### config.mk
export PLATFORM = sky130hd
export DESIGN_NAME = trace_word_packer
export DESIGN_NICKNAME = d
export VERILOG_FILES = /design/src/rtl/twp_pkg.sv /design/src/rtl/twp_cfg_check.sv /design/src/rtl/twp_slot_fmt.sv /design/src/rtl/twp_accum.sv /design/src/rtl/trace_word_packer.sv
export SDC_FILE = /design/constraint.sdc
export NUM_CORES = 1
export LEC_CHECK = 0
export ABC_AREA = 1
export BUFFER_PORTS_ARGS = -buffer_cell sky130_fd_sc_hd__buf_4
export CAP_MARGIN = 20
export CORE_MARGIN = 3
export CORE_UTILIZATION = 60
export CTS_BUF_LIST = sky130_fd_sc_hd__clkbuf_2
export DETAILED_ROUTE_END_ITERATION = 10
export PLACE_DENSITY_LB_ADDON = 0.08
export SYNTH_ARGS = -nofsm -noshare
export SYNTH_HDL_FRONTEND = slang
export SYNTH_HIERARCHICAL = 1
export SYNTH_SLANG_ARGS = --single-unit
### constraint.sdc
create_clock -name clk_i -period 3.4 [get_ports clk_i]
set_input_delay 0.17 -clock clk_i [delete_from_list [all_inputs] [get_ports clk_i]]
set_output_delay 0.17 -clock clk_i [all_outputs]
set_load 0.01 [all_outputs]
### src/rtl/twp_pkg.sv
package twp_pkg;
  typedef enum logic [1:0] {
    MODE_P4  = 2'd0,
    MODE_P8  = 2'd1,
    MODE_P16 = 2'd2,
    MODE_RSV = 2'd3
  } port_mode_e;

  typedef enum logic [1:0] {
    STY_NORMAL = 2'd0,
    STY_MUX    = 2'd1,
    STY_DEMUX  = 2'd2,
    STY_RSV    = 2'd3
  } port_style_e;

  function automatic logic [1:0] slots_per_word(port_mode_e m);
    case (m)
      MODE_P4: return 2'd3;
      MODE_P8: return 2'd2;
      default: return 2'd1;
    endcase
  endfunction

  function automatic logic [4:0] slot_stride(port_mode_e m);
    case (m)
      MODE_P4: return 5'd8;
      MODE_P8: return 5'd12;
      default: return 5'd0;
    endcase
  endfunction
endpackage

### src/rtl/twp_cfg_check.sv
module twp_cfg_check
  import twp_pkg::*;
(
  input  port_mode_e  mode_i,
  input  port_style_e style_i,
  output logic        err_o
);
  always_comb begin
    err_o = 1'b0;
    if (mode_i == MODE_RSV) err_o = 1'b1;
    case (style_i)
      STY_NORMAL: ;
      STY_DEMUX:  if (mode_i != MODE_P8) err_o = 1'b1;
      default:    err_o = 1'b1;
    endcase
  end
endmodule

### src/rtl/twp_slot_fmt.sv
module twp_slot_fmt
  import twp_pkg::*;
#(
  parameter int WORD_W = 32,
  parameter int STAT_W = 3,
  parameter int PKT_W  = 16
) (
  input  port_mode_e        mode_i,
  input  logic [STAT_W-1:0] stat_i,
  input  logic [PKT_W-1:0]  pkt_i,
  input  logic              sync_i,
  output logic [WORD_W-1:0] slot_o
);
  localparam int P4_W  = PKT_W / 4;
  localparam int P8_W  = PKT_W / 2;
  localparam int P16_W = PKT_W;

  logic [WORD_W-1:0] slot_p4, slot_p8, slot_p16;

  // packet truncated to the lane width, sync directly above it
  always_comb begin
    slot_p4  = '0;
    slot_p8  = '0;
    slot_p16 = '0;
    slot_p4[STAT_W-1:0]                 = stat_i;
    slot_p4[STAT_W +: P4_W]             = pkt_i[P4_W-1:0];
    slot_p4[STAT_W+P4_W]                = sync_i;
    slot_p8[STAT_W-1:0]                 = stat_i;
    slot_p8[STAT_W +: P8_W]             = pkt_i[P8_W-1:0];
    slot_p8[STAT_W+P8_W]                = sync_i;
    slot_p16[STAT_W-1:0]                = stat_i;
    slot_p16[STAT_W +: P16_W]           = pkt_i[P16_W-1:0];
    slot_p16[STAT_W+P16_W]              = sync_i;
  end

  always_comb begin
    case (mode_i)
      MODE_P4: slot_o = slot_p4;
      MODE_P8: slot_o = slot_p8;
      default: slot_o = slot_p16;
    endcase
  end
endmodule

### src/rtl/twp_accum.sv
module twp_accum
  import twp_pkg::*;
#(
  parameter int WORD_W = 32,
  parameter int CNT_W  = 2
) (
  input  logic              clk_i,
  input  logic              rst_ni,
  input  port_mode_e        mode_i,
  input  logic              accept_i,
  input  logic              flush_i,
  input  logic [WORD_W-1:0] slot_i,
  input  logic              trig_i,
  output port_mode_e        eff_mode_o,
  output logic [CNT_W-1:0]  pend_o,
  output logic              word_valid_o,
  output logic [WORD_W-1:0] word_o,
  output logic              word_trig_o
);
  localparam int OFS_W = 6;

  logic [CNT_W-1:0]  cnt_q, cnt_nxt;
  logic [WORD_W-1:0] acc_q, acc_nxt;
  logic              trig_q, trig_nxt;
  port_mode_e        held_q;
  logic [OFS_W-1:0]  ofs;
  logic              full, emit;

  // width latched at the start of each word
  assign eff_mode_o = (cnt_q == '0) ? mode_i : held_q;
  assign pend_o     = cnt_q;

  always_comb begin
    ofs      = OFS_W'(cnt_q) * OFS_W'(slot_stride(eff_mode_o));
    acc_nxt  = acc_q;
    trig_nxt = trig_q;
    cnt_nxt  = cnt_q;
    if (accept_i) begin
      acc_nxt  = acc_q | (slot_i << ofs);
      trig_nxt = trig_q | trig_i;
      cnt_nxt  = cnt_q + 1'b1;
    end
    full = accept_i && (cnt_nxt == CNT_W'(slots_per_word(eff_mode_o)));
    emit = full || (flush_i && (accept_i || (cnt_q != '0)));
  end

  always_ff @(posedge clk_i or negedge rst_ni) begin
    if (!rst_ni) begin
      cnt_q        <= '0;
      acc_q        <= '0;
      trig_q       <= 1'b0;
      held_q       <= MODE_P4;
      word_valid_o <= 1'b0;
      word_o       <= '0;
      word_trig_o  <= 1'b0;
    end else begin
      word_valid_o <= emit;
      if (cnt_q == '0) held_q <= mode_i;
      if (emit) begin
        word_o      <= acc_nxt;
        word_trig_o <= trig_nxt;
        acc_q       <= '0;
        trig_q      <= 1'b0;
        cnt_q       <= '0;
      end else begin
        acc_q  <= acc_nxt;
        trig_q <= trig_nxt;
        cnt_q  <= cnt_nxt;
      end
    end
  end
endmodule

### src/rtl/trace_word_packer.sv
module trace_word_packer
  import twp_pkg::*;
#(
  parameter int          WORD_W    = 32,
  parameter int          STAT_W    = 3,
  parameter int          PKT_W     = 16,
  parameter logic [2:0]  TRIG_CODE = 3'b110
) (
  input  logic              clk_i,
  input  logic              rst_ni,
  input  logic [1:0]        mode_i,
  input  logic [1:0]        style_i,
  input  logic              smp_valid_i,
  input  logic [STAT_W-1:0] smp_stat_i,
  input  logic [PKT_W-1:0]  smp_pkt_i,
  input  logic              smp_sync_i,
  input  logic              flush_i,
  output logic              cfg_err_o,
  output logic              word_valid_o,
  output logic [WORD_W-1:0] word_o,
  output logic              word_trig_o
);
  localparam int CNT_W = 2;

  port_mode_e        eff_mode;
  logic [CNT_W-1:0]  pend_cnt;
  logic [WORD_W-1:0] slot;
  logic              accept;
  logic              is_trig;

  twp_cfg_check u_cfg (
    .mode_i  (port_mode_e'(mode_i)),
    .style_i (port_style_e'(style_i)),
    .err_o   (cfg_err_o)
  );

  twp_slot_fmt #(.WORD_W(WORD_W), .STAT_W(STAT_W), .PKT_W(PKT_W)) u_fmt (
    .mode_i (eff_mode),
    .stat_i (smp_stat_i),
    .pkt_i  (smp_pkt_i),
    .sync_i (smp_sync_i),
    .slot_o (slot)
  );

  assign accept  = smp_valid_i && !cfg_err_o;
  assign is_trig = (smp_stat_i == TRIG_CODE);

  twp_accum #(.WORD_W(WORD_W), .CNT_W(CNT_W)) u_acc (
    .clk_i        (clk_i),
    .rst_ni       (rst_ni),
    .mode_i       (port_mode_e'(mode_i)),
    .accept_i     (accept),
    .flush_i      (flush_i),
    .slot_i       (slot),
    .trig_i       (is_trig),
    .eff_mode_o   (eff_mode),
    .pend_o       (pend_cnt),
    .word_valid_o (word_valid_o),
    .word_o       (word_o),
    .word_trig_o  (word_trig_o)
  );
endmodule

## Word-level counts from Yosys, hierarchy flattened

Cells that the tools add are included.

- Shift-type cells: 1
- Bitwise operators: 2
- $mul: 1
- Mux-type cells: 13
- Reductions and logical operators: 10
- Eq/ne operators: 6
- Add/sub/neg operators: 1

Operator list:

| cell | number |
|---|---|
| two-way mux 32 bit | 2 |
| one-hot mux 20 bit (2 select lines) | 1 |
| bitwise OR 32 bit | 1 |
| << shifter 20 x 6 -> 32 bit | 1 |
| one-hot mux 4 bit (2 select lines) | 1 |
| zero test 2 bit | 3 |
| multiplier 2 x 4 -> 6 bit | 1 |
| two-way mux 2 bit | 3 |
| equality test 2 bit (second input constant) | 2 |
| two-way mux 1 bit | 4 |
| one-hot mux 2 bit (2 select lines) | 1 |
| equality test 3 bit (second input constant) | 1 |
| logical AND 1 bit | 3 |
| adder 2 x 1 -> 2 bit (second input constant) | 1 |
| equality test 2 x 1 -> 1 bit (second input constant) | 1 |
| equality test 2 bit | 1 |
| logical OR 1 bit | 2 |
| != test 2 x 1 -> 1 bit (second input constant) | 1 |
| one-hot mux 1 bit (2 select lines) | 1 |
| nonzero test 2 bit | 1 |
| zero test 1 bit | 1 |
| bitwise OR 1 bit | 1 |

- Flip-flop bits (word level): 71

## Longest topological paths before layout

- Word-level depth: 11
- Gate-level depth with buffers: 19

## Hierarchy

The synthesis kept the hierarchy.

Modules (own cells, without submodules):

| module | times used | seq. area each (um2) | area each (um2) | cells an instance |
|---|---|---|---|---|
| twp_accum | 1 | 1776.7 | 4006.3 | 553 |
| twp_slot_fmt | 1 | 0.0 | 290.3 | 52 |
| twp_cfg_check | 1 | 0.0 | 27.5 | 5 |
| trace_word_packer | 1 | 0.0 | 17.5 | 4 |

## Worst setup path before layout

No wires, ideal clock.

- Path type: flip-flop to flip-flop
- Start point: register u_acc.cnt_q[0] (netlist: u_acc/pend_o[0])
- End point: register u_acc.word_o[24]
- Slack: 1.004 ns
- Arrival: 2.279 ns
- Cell stages (with the launch flop): 17
- Clock period less this slack: 2.396 ns
- Cell sequence: dfrtp_1 -> inv_1 -> ha_1 -> inv_2 -> nand2_2 -> nand2_4 -> buf_6 -> nand4_2 -> inv_1 -> ha_1 -> clkbuf_1 -> clkbuf_1 -> nand3_1 -> nand3_1 -> nand2_1 -> nand2_1 -> nand2_1

- Longest elaborated chain between the ends: 8
- Elaborated cells on any way between the ends: 19
- Classes of those cells: add/sub: 1; mul: 1; eq/ne: 2; shift: 1; mux: 6; bitwise: 1; reduce/logical: 7

Ends and longest elaborated chain:

| item | line | source |
|---|---|---|
| from (decl) | twp_accum.sv:22 | `logic [CNT_W-1:0] cnt_q, cnt_nxt;` |
| from (signal assigned) | twp_accum.sv:68 | `cnt_q <= cnt_nxt;` |
| zero test 2 bit | twp_accum.sv:30 | `assign eff_mode_o = (cnt_q == '0) ? mode_i : held_q;` |
| two-way mux 2 bit | n/a |  |
| equality test 2 x 1 -> 1 bit or zero test 2 bit (tied branches) | twp_pkg.sv:17, twp_pkg.sv:25, twp_slot_fmt.sv:37 |  |
| one-hot mux 4 bit (2 select lines) | twp_pkg.sv:25 | `case (m)` |
| multiplier 2 x 4 -> 6 bit | twp_accum.sv:34 | `ofs = OFS_W'(cnt_q) * OFS_W'(slot_stride(eff_mode_o));` |
| << shifter 20 x 6 -> 32 bit | twp_accum.sv:39 | `acc_nxt = acc_q \| (slot_i << ofs);` |
| bitwise OR 32 bit | twp_accum.sv:39 |  |
| two-way mux 32 bit | twp_accum.sv:38 | `if (accept_i) begin` |
| to (signal assigned) | twp_accum.sv:60 | `word_o <= acc_nxt;` |
| to (decl) | twp_accum.sv:17 | `output logic [WORD_W-1:0] word_o,` |

Several ways; a longest one is shown, not always the timed one.
A chain may end at the register's enable or synchronous reset.

## Worst setup path in the final report

- Start point: register u_acc.cnt_q[1] (netlist: u_acc/pend_o[1])
- End point: register u_acc.word_o[3]

- Longest elaborated chain between the ends: 8
- Elaborated cells on any way between the ends: 19
- Classes of those cells: add/sub: 1; mul: 1; eq/ne: 2; shift: 1; mux: 6; bitwise: 1; reduce/logical: 7

Ends and longest elaborated chain:

| item | line | source |
|---|---|---|
| zero test 2 bit (*) | twp_accum.sv:30 |  |
| two-way mux 2 bit (*) | n/a |  |
| net eff_mode[1] | trace_word_packer.sv:25 | `port_mode_e eff_mode;` |
| equality test 2 x 1 -> 1 bit or zero test 2 bit (tied branches) | twp_pkg.sv:17, twp_pkg.sv:25, twp_slot_fmt.sv:37 |  |
| one-hot mux 4 bit (2 select lines) | twp_pkg.sv:25 |  |
| multiplier 2 x 4 -> 6 bit | twp_accum.sv:34 |  |
| << shifter 20 x 6 -> 32 bit | twp_accum.sv:39 |  |
| bitwise OR 32 bit | twp_accum.sv:39 |  |
| two-way mux 32 bit | twp_accum.sv:38 |  |

Mark *: on every way through the listed nets, which the timed path passes. The rest lies on a longest branch.

==> metrics <==
antenna violations before repair=0; final std cells w/o fill=approximately 760; portion of the clock cycle consumed by the worst path in the final layout=0.867; Detailed Route Iter0 Violations=246; Clock H-tree levels=3; global-route wire length before repair=16.9 mm; Pwr per Cell Area=843 mW/mm2; run status=finished, final reports clean; total power consumption of the routed design=slightly above 4 mW; number of placed instances, taps included=about 740; Fmax achieved=339 MHz; root buffer selected by CTS=sky130_fd_sc_hd__clkbuf_2; Max-cap violations=0; total routed wirelength=10.3 mm; clock tree from TritonCTS=done; Inserted Clock Buffers=9; post-synthesis cell type count=32; Initial Util=0.629; hold violation total from the final report=0; Rel. slew slack=0.402; Ys Warns=6; FF+latch count, synth=71; final HPWL from detailed placement=around 7.5 mm; post-route minimum period=2.95 ns; WL per Instance=approximately 14 um; via count of the first global-routing pass=3555; TritonCTS Sinks=71; overflow left after global routing=0; worst clock skew=approximately 0.024 ns; Die Span X=91.1 um; maximum number of buffers from clock root to sink=2; mean post-synth cell area=~7 um2; post-CTS setup buffer count=0; Worst-path clk slew=~0.20 ns; core area=around 0.0069 mm2; crit path capture type=register; chip height=91.1 um; Hold/Removal Path Class=input pin to register; number of max-slew violations in the final report=0; clock latency on the worst-skew pair=around 0.52 ns; # port buffers=between 60 and 70; antenna diode count=0; RSZ-0062 raised after global routing=false; final cell area excluding filler cells=0.00481 mm2; combined area of all synthesized cells=0.00434 mm2; Worst EP arrival=between 3 and 4 ns; number of routed nets with antenna violations=0; worst setup path category=register to register; overall global routing resource usage=0.257; critical path peak fanout=41; largest net degree at the start of global routing=just over 70; Worst Tran Pin Value=approximately 0.9 ns; Critical Path Source Type=register; sequential fraction of the synthesis area=0.409; Area Overhead vs Synth=10.7%; static leakage power=between 2 and 3 nW; endpoints failing setup=0; Pre-antenna DRT Iters=5; # rows=30; routed vias/inst=5.13; DP Area=between 0.004 and 0.005 mm2; Nets=685; largest voltage drop on the vdd net=about 0.58 mV; # resized after CTS=0; IO Count=63; total via count in the routed design=between 3000 and 4000; residual DRC count=0; CP Data Required Time=between 3 and 4 ns; Gate Count Post-Synth=614; total die area=approximately 0.0083 mm2; total negative slack for setup checks=0 ns; layout cells sized above 1=0.170; final weighted congestion of routability-driven global placement=0.887
-- timing repair --
| item | in CTS | in global routing |
|---|---|---|
| endpoints found under the hold margin | 71 | 0 |
| hold buffers | 1 | 0 |
| setup endpoints to repair | 0 | 0 |
-- synth_stat cells, drive strengths merged --
library cell,count,area share
ha,2,0.0058
nand4,29,0.043
conb,1,0.00086
nand2,251,0.23
o21bai,13,0.026
nand3b,1,0.0017
a21oi,28,0.032
buf,47,0.075
dfrtp,71,0.41
a211oi,1,0.0017
o21ai,21,0.025
a31oi,3,0.0043
and2,4,0.0058
or2,1,0.0014
nor2,31,0.033
inv,81,0.070
nand3,26,0.033
clkbuf,3,0.0026
-- report_power, final --
group          internal (mW)  switching [mW]
logic                  0.781            1.46
registers               1.19           0.142
clock network          0.165           0.315
total                   2.14            1.91
-- layout make-up --
class	count	area, um2
fill	651	2100
multi-input combinational	423	1970
sequential	71	1780
timing repair buffer	69	533
inverter	81	304
tap	96	120
clock inverter	6	61.3
clock buffer	9	45.0
-- placed cells by master (no fill, tap or decap) --
master	instances
sky130_fd_sc_hd__clkinv_4	1
sky130_fd_sc_hd__and2_1	4
sky130_fd_sc_hd__nand4_2	1
sky130_fd_sc_hd__nor2_1	27
sky130_fd_sc_hd__inv_2	5
sky130_fd_sc_hd__clkinv_1	1
sky130_fd_sc_hd__o21ai_2	1
sky130_fd_sc_hd__nand3_2	3
sky130_fd_sc_hd__nor2_8	1
sky130_fd_sc_hd__nand2_1	239
sky130_fd_sc_hd__clkbuf_2	9
sky130_fd_sc_hd__o21ai_0	7
sky130_fd_sc_hd__nand2_2	8
sky130_fd_sc_hd__buf_12	1
sky130_fd_sc_hd__a211oi_1	1
sky130_fd_sc_hd__nand2_4	4
sky130_fd_sc_hd__a31oi_1	3
sky130_fd_sc_hd__nand3_1	23
sky130_fd_sc_hd__ha_1	2
sky130_fd_sc_hd__nor2_2	2
sky130_fd_sc_hd__o21bai_1	9
sky130_fd_sc_hd__o21bai_2	4
sky130_fd_sc_hd__inv_1	76
sky130_fd_sc_hd__nand4_1	28
sky130_fd_sc_hd__dlygate4sd3_1	1
sky130_fd_sc_hd__conb_1	12
sky130_fd_sc_hd__nor2_4	1
sky130_fd_sc_hd__bufinv_16	1
sky130_fd_sc_hd__o21ai_1	13
sky130_fd_sc_hd__buf_4	67
sky130_fd_sc_hd__or2_0	1
sky130_fd_sc_hd__dfrtp_1	71
sky130_fd_sc_hd__nand3b_1	1
sky130_fd_sc_hd__inv_6	1
sky130_fd_sc_hd__a21oi_1	28
sky130_fd_sc_hd__clkinv_2	2
-- cells by family (layout without fill, tap and decap cells) --
| family | count (synthesis) | count (layout) | synth area share |
|---|---|---|---|
| simple gates | 343 | 343 | 0.348 |
| buf+inv | 131 | 165 | 0.147 |
| flops | 71 | 71 | 0.409 |
| compound gates | 66 | 66 | 0.0893 |
| fa+ha+maj | 2 | 2 | 0.00576 |
| other cells | 1 | 12 | 0.000864 |
-- stage by stage --
stage | worst slack (ns) | utilization | hold slack (ns)
floorplan | 1.00 | - | -0.126
global placement | 0.585 | 0.679 | 0.332
detailed placement | 0.481 | 0.679 | 0.357
CTS | 0.441 | 0.696 | 0.00170
global route | 0.176 | 0.696 | 0.0331
finish | 0.452 | 0.696 | 0.0435
-- path summary, 6_finish.rpt --
path                                          to  depth (start not counted)             start  slack (ns)
min in group asynchronous        u_acc/held_q[0]                          2            rst_ni        0.27
worst max-delay path             u_acc/word_o[3]                         11   u_acc/pend_o[1]        0.45
worst max register to register   u_acc/word_o[3]                         11   u_acc/pend_o[1]        0.45
max in group asynchronous        u_acc/word_o[2]                          2            rst_ni        2.50
worst min-delay path             u_acc/held_q[0]                          3         mode_i[0]        0.04
worst min register to register  u_acc/word_o[27]                          2  u_acc/word_o[27]        0.51
-- flip-flops by register name, indices dropped and copies added, names as in the netlist --
name                count
u_acc/acc_q            32
u_acc/held_q            2
u_acc/pend_o            2
u_acc/trig_q            1
u_acc/word_o           32
u_acc/word_trig_o       1
u_acc/word_valid_o      1
-- worst max-delay path, stage by stage (launching register included) --
cell	delay [ns]
sky130_fd_sc_hd__dfrtp_1	0.46
sky130_fd_sc_hd__inv_1	0.11
sky130_fd_sc_hd__ha_1	0.21
sky130_fd_sc_hd__nand2_1	0.10
sky130_fd_sc_hd__nand2_4	0.29
sky130_fd_sc_hd__inv_1	0.10
sky130_fd_sc_hd__buf_4	0.20
sky130_fd_sc_hd__or2_0	0.21
sky130_fd_sc_hd__nand4_1	0.11
sky130_fd_sc_hd__nand2_2	0.27
sky130_fd_sc_hd__inv_2	0.58
sky130_fd_sc_hd__o21ai_1	0.17
-- layer usage --
layer,wire [um],track usage
met3,497,0.0555
met4,201,0.0930
met1,4650,0.336
met5,0,0
met2,4970,0.421
No activity file was read; power rests on OpenSTA's default activity.
